[src/rtl/pwm_gen_pkg.sv]
package pwm_gen_pkg;
  localparam int CNT_W = 15;
  localparam int PS_W  = 2;
  localparam int DAT_W = 16;
  localparam int ADR_W = 2;
  // prescaler phase counter needs one bit per doubling at the largest code
  localparam int PSC_W = (1 << PS_W) - 1;

  typedef logic [CNT_W-1:0] cnt_t;

  typedef struct packed {
    logic            center;
    logic [PS_W-1:0] ps;
    cnt_t            modv;
    cnt_t            duty;
  } pwm_cfg_t;

  localparam logic [ADR_W-1:0] ADR_CTRL = ADR_W'(0);
  localparam logic [ADR_W-1:0] ADR_MOD  = ADR_W'(1);
  localparam logic [ADR_W-1:0] ADR_DUTY = ADR_W'(2);

  // low bits that must all be ones for a prescaler tick
  function automatic logic [PSC_W-1:0] ps_mask(logic [PS_W-1:0] code);
    logic [PSC_W-1:0] m;
    m = '0;
    for (int i = 0; i < PSC_W; i++) begin
      if (i < int'(code)) m[i] = 1'b1;
    end
    return m;
  endfunction

  // true when the next PWM tick closes the period
  function automatic logic period_end(pwm_cfg_t c, logic down, cnt_t cnt);
    logic [CNT_W:0] nxt;
    nxt = {1'b0, cnt} + (CNT_W+1)'(1);
    if (c.center)
      return ((c.modv <= cnt_t'(1)) && (cnt >= c.modv)) || (down && (cnt <= cnt_t'(1)));
    return nxt >= {1'b0, c.modv};
  endfunction

  // output level for the current counter state
  function automatic logic pwm_level(pwm_cfg_t c, logic down, cnt_t cnt);
    cnt_t th;
    if (!c.center) return cnt < c.duty;
    if (c.duty == '0) return 1'b0;
    th = (c.duty >= c.modv) ? '0 : (c.modv - c.duty);
    return down ? (cnt > th) : (cnt >= th);
  endfunction
endpackage

[src/rtl/pwm_cfg_shadow.sv]
module pwm_cfg_shadow
  import pwm_gen_pkg::*;
(
  input  logic             clk,
  input  logic             rst_n,
  input  logic             wr_en,
  input  logic [ADR_W-1:0] wr_addr,
  input  logic [DAT_W-1:0] wr_data,
  input  logic             commit_req,
  input  logic             reload_evt,
  output pwm_cfg_t         act,
  output logic             pend,
  output logic             commit_now
);
  pwm_cfg_t shd;

  assign commit_now = reload_evt & pend;

  always_ff @(posedge clk) begin
    if (!rst_n) begin
      shd <= '0;
    end else if (wr_en) begin
      case (wr_addr)
        ADR_CTRL: begin
          shd.center <= wr_data[0];
          shd.ps     <= wr_data[PS_W:1];
        end
        ADR_MOD:  shd.modv <= wr_data[CNT_W-1:0];
        ADR_DUTY: shd.duty <= wr_data[CNT_W-1:0];
        default: ;
      endcase
    end
  end

  always_ff @(posedge clk) begin
    if (!rst_n) begin
      act  <= '0;
      pend <= 1'b0;
    end else begin
      if (commit_now) act <= shd;
      if (commit_req)      pend <= 1'b1;
      else if (commit_now) pend <= 1'b0;
    end
  end
endmodule

[src/rtl/pwm_clk_div.sv]
module pwm_clk_div
  import pwm_gen_pkg::*;
(
  input  logic            clk,
  input  logic            rst_n,
  input  logic            en,
  input  logic [PS_W-1:0] code,
  input  logic            restart,
  output logic            tick
);
  logic [PSC_W-1:0] phase;
  logic [PSC_W-1:0] mask;

  assign mask = ps_mask(code);
  assign tick = en && ((phase & mask) == mask);

  always_ff @(posedge clk) begin
    if (!rst_n)       phase <= '0;
    else if (restart) phase <= '0;
    else if (en)      phase <= phase + PSC_W'(1);
  end
endmodule

[src/rtl/pwm_updown_cnt.sv]
module pwm_updown_cnt
  import pwm_gen_pkg::*;
(
  input  logic     clk,
  input  logic     rst_n,
  input  logic     tick,
  input  logic     restart,
  input  pwm_cfg_t cfg,
  output cnt_t     cnt,
  output logic     down,
  output logic     at_end
);
  assign at_end = period_end(cfg, down, cnt);

  always_ff @(posedge clk) begin
    if (!rst_n) begin
      cnt  <= '0;
      down <= 1'b0;
    end else if (tick) begin
      if (at_end || restart) begin
        cnt  <= '0;
        down <= 1'b0;
      end else if (cfg.center && !down && (cnt >= cfg.modv)) begin
        down <= 1'b1;
        cnt  <= cnt - cnt_t'(1);
      end else if (down) begin
        cnt  <= cnt - cnt_t'(1);
      end else begin
        cnt  <= cnt + cnt_t'(1);
      end
    end
  end
endmodule

[src/rtl/pwm_dual_align_gen.sv]
module pwm_dual_align_gen
  import pwm_gen_pkg::*;
(
  input  logic             clk,
  input  logic             rst_n,
  input  logic             en,
  input  logic             wr_en,
  input  logic [ADR_W-1:0] wr_addr,
  input  logic [DAT_W-1:0] wr_data,
  input  logic             commit_req,
  output logic             pwm_out,
  output logic             reload_pulse,
  output logic [CNT_W-1:0] cnt_o
);
  pwm_cfg_t act_cfg;
  logic     pend;
  logic     commit_now;
  logic     tick;
  logic     at_end;
  logic     cnt_down;
  cnt_t     cnt;
  logic     reload_evt;

  assign reload_evt = tick & at_end;

  pwm_cfg_shadow u_shadow (
    .clk        (clk),
    .rst_n      (rst_n),
    .wr_en      (wr_en),
    .wr_addr    (wr_addr),
    .wr_data    (wr_data),
    .commit_req (commit_req),
    .reload_evt (reload_evt),
    .act        (act_cfg),
    .pend       (pend),
    .commit_now (commit_now)
  );

  pwm_clk_div u_div (
    .clk     (clk),
    .rst_n   (rst_n),
    .en      (en),
    .code    (act_cfg.ps),
    .restart (commit_now),
    .tick    (tick)
  );

  pwm_updown_cnt u_cnt (
    .clk     (clk),
    .rst_n   (rst_n),
    .tick    (tick),
    .restart (commit_now),
    .cfg     (act_cfg),
    .cnt     (cnt),
    .down    (cnt_down),
    .at_end  (at_end)
  );

  assign pwm_out      = pwm_level(act_cfg, cnt_down, cnt);
  assign reload_pulse = reload_evt;
  assign cnt_o        = cnt;
endmodule

[config.mk]
export PLATFORM = sky130hd
export DESIGN_NAME = pwm_dual_align_gen
export DESIGN_NICKNAME = d
export VERILOG_FILES = /design/src/rtl/pwm_gen_pkg.sv /design/src/rtl/pwm_cfg_shadow.sv /design/src/rtl/pwm_clk_div.sv /design/src/rtl/pwm_updown_cnt.sv /design/src/rtl/pwm_dual_align_gen.sv
export SDC_FILE = /design/constraint.sdc
export NUM_CORES = 1
export LEC_CHECK = 0
export ABC_AREA = 1
export BUFFER_PORTS_ARGS = -buffer_cell sky130_fd_sc_hd__buf_4
export CORE_UTILIZATION = 25
export CTS_CLUSTER_DIAMETER = 60
export DETAILED_ROUTE_END_ITERATION = 10
export PLACE_DENSITY_LB_ADDON = 0.1
export SLEW_MARGIN = 15
export SYNTH_ARGS = -nofsm -noshare
export SYNTH_HDL_FRONTEND = slang
export SYNTH_SLANG_ARGS = --single-unit
export TNS_END_PERCENT = 100
[constraint.sdc]
create_clock -name clk -period 8.3 [get_ports clk]
set_clock_uncertainty 0.05 [all_clocks]
set_input_delay 1.66 -clock clk [delete_from_list [all_inputs] [get_ports clk]]
set_output_delay 1.66 -clock clk [all_outputs]
set_load 0.02 [all_outputs]
==> results of run 1 <==
-- stage by stage --
stage	setup WS [ns]	instance area [um^2]	instances
final	2.41	7460	1391
after global routing	1.90	7460	1391
after CTS	2.21	7460	1391
after detailed placement	2.60	7160	1375
after global placement	2.61	7160	1375
after floorplan	3.65	6590	1032
-- flip-flops by register name, indices dropped and copies added, names as in the netlist --
register and cells:
u_div.phase 3, u_cnt.down 1, u_shadow.act 33, u_shadow.pend 1, u_cnt.cnt 15, u_shadow.shd 33
-- metal layers --
metal,wire length (um),GRT usage
met2,9280,0.268
met5,0,0
met1,10700,0.218
met4,241,0.0383
met3,389,0.0197
-- cell usage after synthesis (3+ instances only) --
cell type                   instances
sky130_fd_sc_hd__xor2_1            21
sky130_fd_sc_hd__o211ai_1           5
sky130_fd_sc_hd__o21bai_1           3
sky130_fd_sc_hd__nor2_1           183
sky130_fd_sc_hd__ha_1              78
sky130_fd_sc_hd__nor2_2             6
sky130_fd_sc_hd__a21oi_1           53
sky130_fd_sc_hd__clkbuf_1          20
sky130_fd_sc_hd__or2_2              5
sky130_fd_sc_hd__nand4_1           15
sky130_fd_sc_hd__nand2_1          267
sky130_fd_sc_hd__o21ai_0           60
sky130_fd_sc_hd__o2111ai_1          3
sky130_fd_sc_hd__inv_1            114
sky130_fd_sc_hd__nand2_2            4
sky130_fd_sc_hd__buf_4              3
sky130_fd_sc_hd__nand3_1           53
sky130_fd_sc_hd__buf_2              8
sky130_fd_sc_hd__nor4_1             4
sky130_fd_sc_hd__xnor2_1            5
sky130_fd_sc_hd__dfxtp_1           86
sky130_fd_sc_hd__buf_6              4
sky130_fd_sc_hd__nor3_1            10
sky130_fd_sc_hd__nand3b_1          10
-- worst max-delay path: cells and delay by family, from the launching register on --
kind	cells	cell delay, ns
buffers and inverters	4	0.43
AND/OR/NAND/NOR	10	0.87
AO/OA/AOI/OAI	6	1.51
flip-flops	1	0.40
adder cells (fa/ha/maj)	2	0.60
-- logic make-up after synthesis --
| family | count (synthesis) |
|---|---|
| DFF | 86 |
| and+or+nand+nor | 559 |
| adders and majority gates | 79 |
| buffers and inverters | 150 |
| xor gates and xnor gates | 26 |
| AOI/OAI and AO/OA | 131 |
| muxes | 1 |
-- area by class of cell --
cell class	instances	area, um^2
multi-input combinational	796	4260
clock inverter	7	71.3
sequential	86	1720
fill	3015	18500
inverter	114	428
tap	335	419
timing repair buffer	44	330
clock buffer	9	225
-- worst paths after layout --
kind / start / slack [ns] / to / depth (start not counted)
max: u_shadow.act[1] / 2.41 / pwm_out / 22
min: u_shadow.shd[11] / 0.43 / u_shadow.act[11] / 2
max reg2reg: u_cnt.cnt[1] / 4.54 / u_shadow.act[32] / 16
min reg2reg: u_shadow.shd[11] / 0.43 / u_shadow.act[11] / 2
==> flow_metrics.tcl, run 1 <==
set metrics [dict create \
    run_status "complete, no violations" \
    die_height_um 164 \
    tritoncts.num_buffers 9 \
    finalMaxSlewViolations 0 \
    detailroute.via_count 6156 \
    die_area_mm2 0.0270 \
    cp_slowest_cell "sky130_fd_sc_hd__a21oi_2" \
    setup-violations-final 0 \
    syn-num-nets 1134 \
    detail_route.drc_violations 0 \
    layout-drive-gt1-share 0.0739 \
    finalNetCount 1153 \
    synth.ff_latch_count 86 \
    endpoint_kind_of_the_worst_setup_timing_path "output pin" \
    clk-insertion-delay-late_ns 0.36 \
    synth_fa_ha_area_frac 0.151 \
    num_io_pins 40 \
    holdCritPathClass "flip-flop to flip-flop" \
    grt_start_max_net_pins 71 \
    yosys_warnings 0 \
    drt_first_pass_iters 4 \
    vias_in_the_first_global_route 6077 \
    netlist_top_cells_area "sky130_fd_sc_hd__dfxtp_1 26%, sky130_fd_sc_hd__nand2_1 15%, sky130_fd_sc_hd__ha_1 15%" \
    setup_total_negative_slack_ns 0 \
    area_growth_pct 13.2 \
    critPathMaxFanout 15 \
    routed_wirelength_mm 20.6 \
    max-slew-margin-rel 0.492 \
    cts_setup_buffers 0 \
    std_cell_rows 59 \
    synthDominantAreaCellType "sky130_fd_sc_hd__dfxtp_1" \
    globalRouteTotalUtil 0.160 \
    final_period_minus_worst_setup_slack_ns 5.89 \
    netlist.area_leader.share 0.261 \
    wl_per_cell_um 14.8 \
    mostFrequentLayoutCells "267 x sky130_fd_sc_hd__nand2_1, 183 x sky130_fd_sc_hd__nor2_1, 114 x sky130_fd_sc_hd__inv_1, 86 x sky130_fd_sc_hd__dfxtp_1, 78 x sky130_fd_sc_hd__ha_1" \
    layout.cells.most_common "sky130_fd_sc_hd__nand2_1" \
    critical_path.cell_chain "inv_1, ha_1, nand2_1, o21ai_2, a21oi_1, o21ai_0, nand2_1, nand2_1, nand2_1, a21oi_2, nand3_1, ha_1, nand2_1, inv_1, nand3_1, inv_1, nand2_1, nor2_1, nand3_1, o2111ai_1, o21ai_0, buf_4" \
    cts.repair.resized 0 \
    via_per_inst 4.43 \
    cts_sink_count 86 \
    synth-async-reset-ratio 0 \
    tritoncts_clock_tree "yes" \
    cts.clk_slew.worst_paths_ns 0.08 \
    netlist-cell-type-count 36 \
    synth_sequential_area_ratio 0.261 \
    cts_hold_buffers 0 \
    global_route.overflow_total 0 \
    synth-edff-count 0 \
    netlist_instances 1032 \
    fp.dieW_um 164 \
    synth.mux.area_fraction 0.00152 \
    port-buffer-count 38 \
    final_min_period_over_clock_period 0.710 \
    dpl.hpwl_mm 15.6 \
    start_util 0.254 \
    ys.flop_type "sky130_fd_sc_hd__dfxtp_1" \
    drv_cap 0 \
    cts-htree-levels 3 \
    grt_pass1_wl_mm 33.2 \
    crit_path_frequent_cell "sky130_fd_sc_hd__nand2_1" \
    unrepaired_setup_endpoints_after_global_routing "false" \
    tightest_slew_ns 0.761 \
    gpl.final_weighted_congestion 0.856 \
    ant_nets 0 \
    core_region_area_mm2 0.0260 \
    path_class "flip-flop to output pin" \
    synthSimpleGateAreaFrac 0.351 \
    post_synth.cell_area_avg_um2 6.38 \
    timing.critical_path.required_ns 6.59 \
    hold_slack_ns 0.433 \
    synth_compound_gate_area_share 0.107 \
    number_of_antenna_violations_at_the_first_check_in_global_routing 0 \
    antenna_cells 0 \
    clock.fmax_ghz 0.170 \
    arrival_ns 4.18 \
    drt-initial-drc-count 245 \
    clock_tree.buffer_depth 2 \
    final_util 0.287 \
    root_buffer "sky130_fd_sc_hd__clkbuf_16" \
    setup.worst_path.start_class "flip-flop" \
    slowest_delay_ns 0.53 \
    largest_family_of_logic_cells_by_synthesized_area "simple AND/OR/NAND/NOR gates" \
    finalHoldViolations 0 \
    post_synthesis_xor_xnor_area_fraction 0.0346 \
    post_synthesis_instance_area_mm2 0.00659 \
]
Power of run 1 is not shown: default switching activity piles up to over one toggle a cycle in this logic, so the estimate is an artifact.
==> run 2, diff against run 1 <==
clock period = 5.1 ns   (was 8.3 ns; I/O delays follow)
==> flow_metrics.tcl, run 2 (synthesized netlist as in run 1, its figures left out) <==
set metrics [dict create \
    port-buffer-count 38 \
    clock.fmax_ghz 0.213 \
    global_route.overflow_total 0 \
    num_io_pins 40 \
    setup.worst_path.start_class "flip-flop" \
    final_util 0.296 \
    grt-busiest-layer "met2" \
    min-delay-start "u_div.phase[2]" \
    path_class "flip-flop to output pin" \
    r2r_start "u_cnt.cnt[0]" \
    gpl.final_weighted_congestion 0.846 \
    run_status "complete, no violations" \
    layout-drive-gt1-share 0.101 \
    placed_cells 1388 \
    max-slew-margin-rel 0.512 \
    arrival_ns 3.63 \
    use_met1 0.212 \
    ant_nets 0 \
    holdCritPathClass "flip-flop to flip-flop" \
    antenna_cells 0 \
    die_height_um 164 \
    finalMaxSlewViolations 0 \
    die_area_mm2 0.0270 \
    clock_tree.buffer_depth 2 \
    detailroute.via_count 6283 \
    groute.layer.met3.usage 0.0192 \
    core_region_area_mm2 0.0260 \
    critPathMaxFanout 7 \
    finalHoldViolations 0 \
    instances_no_fill 1408 \
    root_buffer "sky130_fd_sc_hd__clkbuf_16" \
    drt_first_pass_iters 6 \
    via_per_inst 4.46 \
    final_cell_area_mm2 0.00768 \
    cts_sink_count 86 \
    routed_wirelength_mm 20.7 \
    endpoint_kind_of_the_worst_setup_timing_path "output pin" \
    fp.dieW_um 164 \
    drv_cap 0 \
    tritoncts.num_buffers 9 \
    std_cell_rows 59 \
    tightest_slew_ns 0.732 \
    tritoncts_clock_tree "yes" \
    start_util 0.254 \
    crit_path_start "u_shadow.act[2]" \
    wl_per_cell_um 14.7 \
    mostFrequentLayoutCells "267 x sky130_fd_sc_hd__nand2_1, 182 x sky130_fd_sc_hd__nor2_1, 114 x sky130_fd_sc_hd__inv_1, 85 x sky130_fd_sc_hd__dfxtp_1, 72 x sky130_fd_sc_hd__ha_1" \
    vias_in_the_first_global_route 6146 \
    largest_registers "u_shadow.act (33), u_shadow.shd (33), u_cnt.cnt (15)" \
    drt-initial-drc-count 299 \
    final_min_period_over_clock_period 0.921 \
    cts.clk_slew.worst_paths_ns 0.07 \
    detail_route.drc_violations 0 \
    dpl.hpwl_mm 15.8 \
    globalRouteTotalUtil 0.160 \
    final_period_minus_worst_setup_slack_ns 4.70 \
    finalNetCount 1170 \
    layout.cells.most_common "sky130_fd_sc_hd__nand2_1" \
    grt_pass1_wl_mm 33.2 \
    number_of_antenna_violations_at_the_first_check_in_global_routing 0 \
    clk-insertion-delay-late_ns 0.35 \
    gr_util_met2 0.280 \
    dpl-instance-area_mm2 0.00726 \
    grt_start_max_net_pins 71 \
    cts-htree-levels 3 \
    setup-violations-final 0 \
    unrepaired_setup_endpoints_after_global_routing "false" \
    timing.critical_path.required_ns 4.03 \
    setup_total_negative_slack_ns 0 \
    area_growth_pct 16.6 \
]
-- run 2: cell types whose count changed in the layout (fill, tap and decap cells not counted), sizes merged --
cell  delta
buf     +17
-- run 2: routing by layer --
layer / wire (um) / share of wire / vias up
li1: - / - / 3380
met1: 10500 / 0.51 / 2836
met2: 9720 / 0.47 / 60
met3: 386 / 0.019 / 7
met4: 131 / 0.0063 / 0
met5: 0 / 0 / -
-- run 2: final cells by class --
| type | count | area (um^2) |
|---|---|---|
| multi-input combinational | 796 | 4340 |
| clock buffer | 9 | 225 |
| fill | 2989 | 18300 |
| timing repair buffer | 61 | 474 |
| inverter | 114 | 428 |
| tap | 335 | 419 |
| sequential | 86 | 1720 |
| clock inverter | 7 | 71.3 |
-- run 2: timing repair --
| item | in CTS | in global routing |
|---|---|---|
| setup endpoints to repair | 1 | 1 |
| pin swaps | 0 | 1 |
| hold buffers | 0 | 0 |
| buffers inserted | 0 | 4 |
| resized for setup | 1 | 16 |
-- run 2: path summary, 6_finish.rpt --
| check | cells past startpoint | endpoint | slack, ns |
|---|---|---|---|
| worst min register to register | 2 | u_div.phase[2] | 0.43 |
| worst max-delay path | 23 | pwm_out | 0.40 |
| worst min-delay path | 2 | u_div.phase[2] | 0.43 |
| worst max register to register | 17 | u_shadow.act[20] | 1.77 |
-- run 2: per-stage QoR --
step           hold WS, ns  worst slack [ns]
6_report             0.433             0.403
5_1_grt              0.469            0.0185
4_1_cts              0.434            0.0546
3_5_place_dp         0.422             0.366
3_3_place_gp         0.418             0.400
2_1_floorplan        0.399              1.09
-- run 2: worst max-delay path, stage by stage (launching register included) --
cell                        delay [ns]
sky130_fd_sc_hd__dfxtp_1          0.34
sky130_fd_sc_hd__inv_1            0.10
sky130_fd_sc_hd__ha_4             0.31
sky130_fd_sc_hd__nand2_1          0.11
sky130_fd_sc_hd__o21ai_2          0.23
sky130_fd_sc_hd__a21oi_2          0.11
sky130_fd_sc_hd__o21ai_1          0.16
sky130_fd_sc_hd__nand2_1          0.09
sky130_fd_sc_hd__nand2_1          0.08
sky130_fd_sc_hd__nand2_1          0.06
sky130_fd_sc_hd__a21oi_2          0.15
sky130_fd_sc_hd__buf_6            0.15
sky130_fd_sc_hd__buf_4            0.12
sky130_fd_sc_hd__nand3_1          0.07
sky130_fd_sc_hd__ha_1             0.30
sky130_fd_sc_hd__nand2_1          0.07
sky130_fd_sc_hd__nor2_1           0.15
sky130_fd_sc_hd__nand2_1          0.07
sky130_fd_sc_hd__o211ai_1         0.09
sky130_fd_sc_hd__nand2_1          0.07
sky130_fd_sc_hd__nand3_1          0.08
sky130_fd_sc_hd__o2111ai_2        0.12
sky130_fd_sc_hd__o21ai_2          0.10
sky130_fd_sc_hd__buf_4            0.15
Power of run 2 is left out for the same reason.
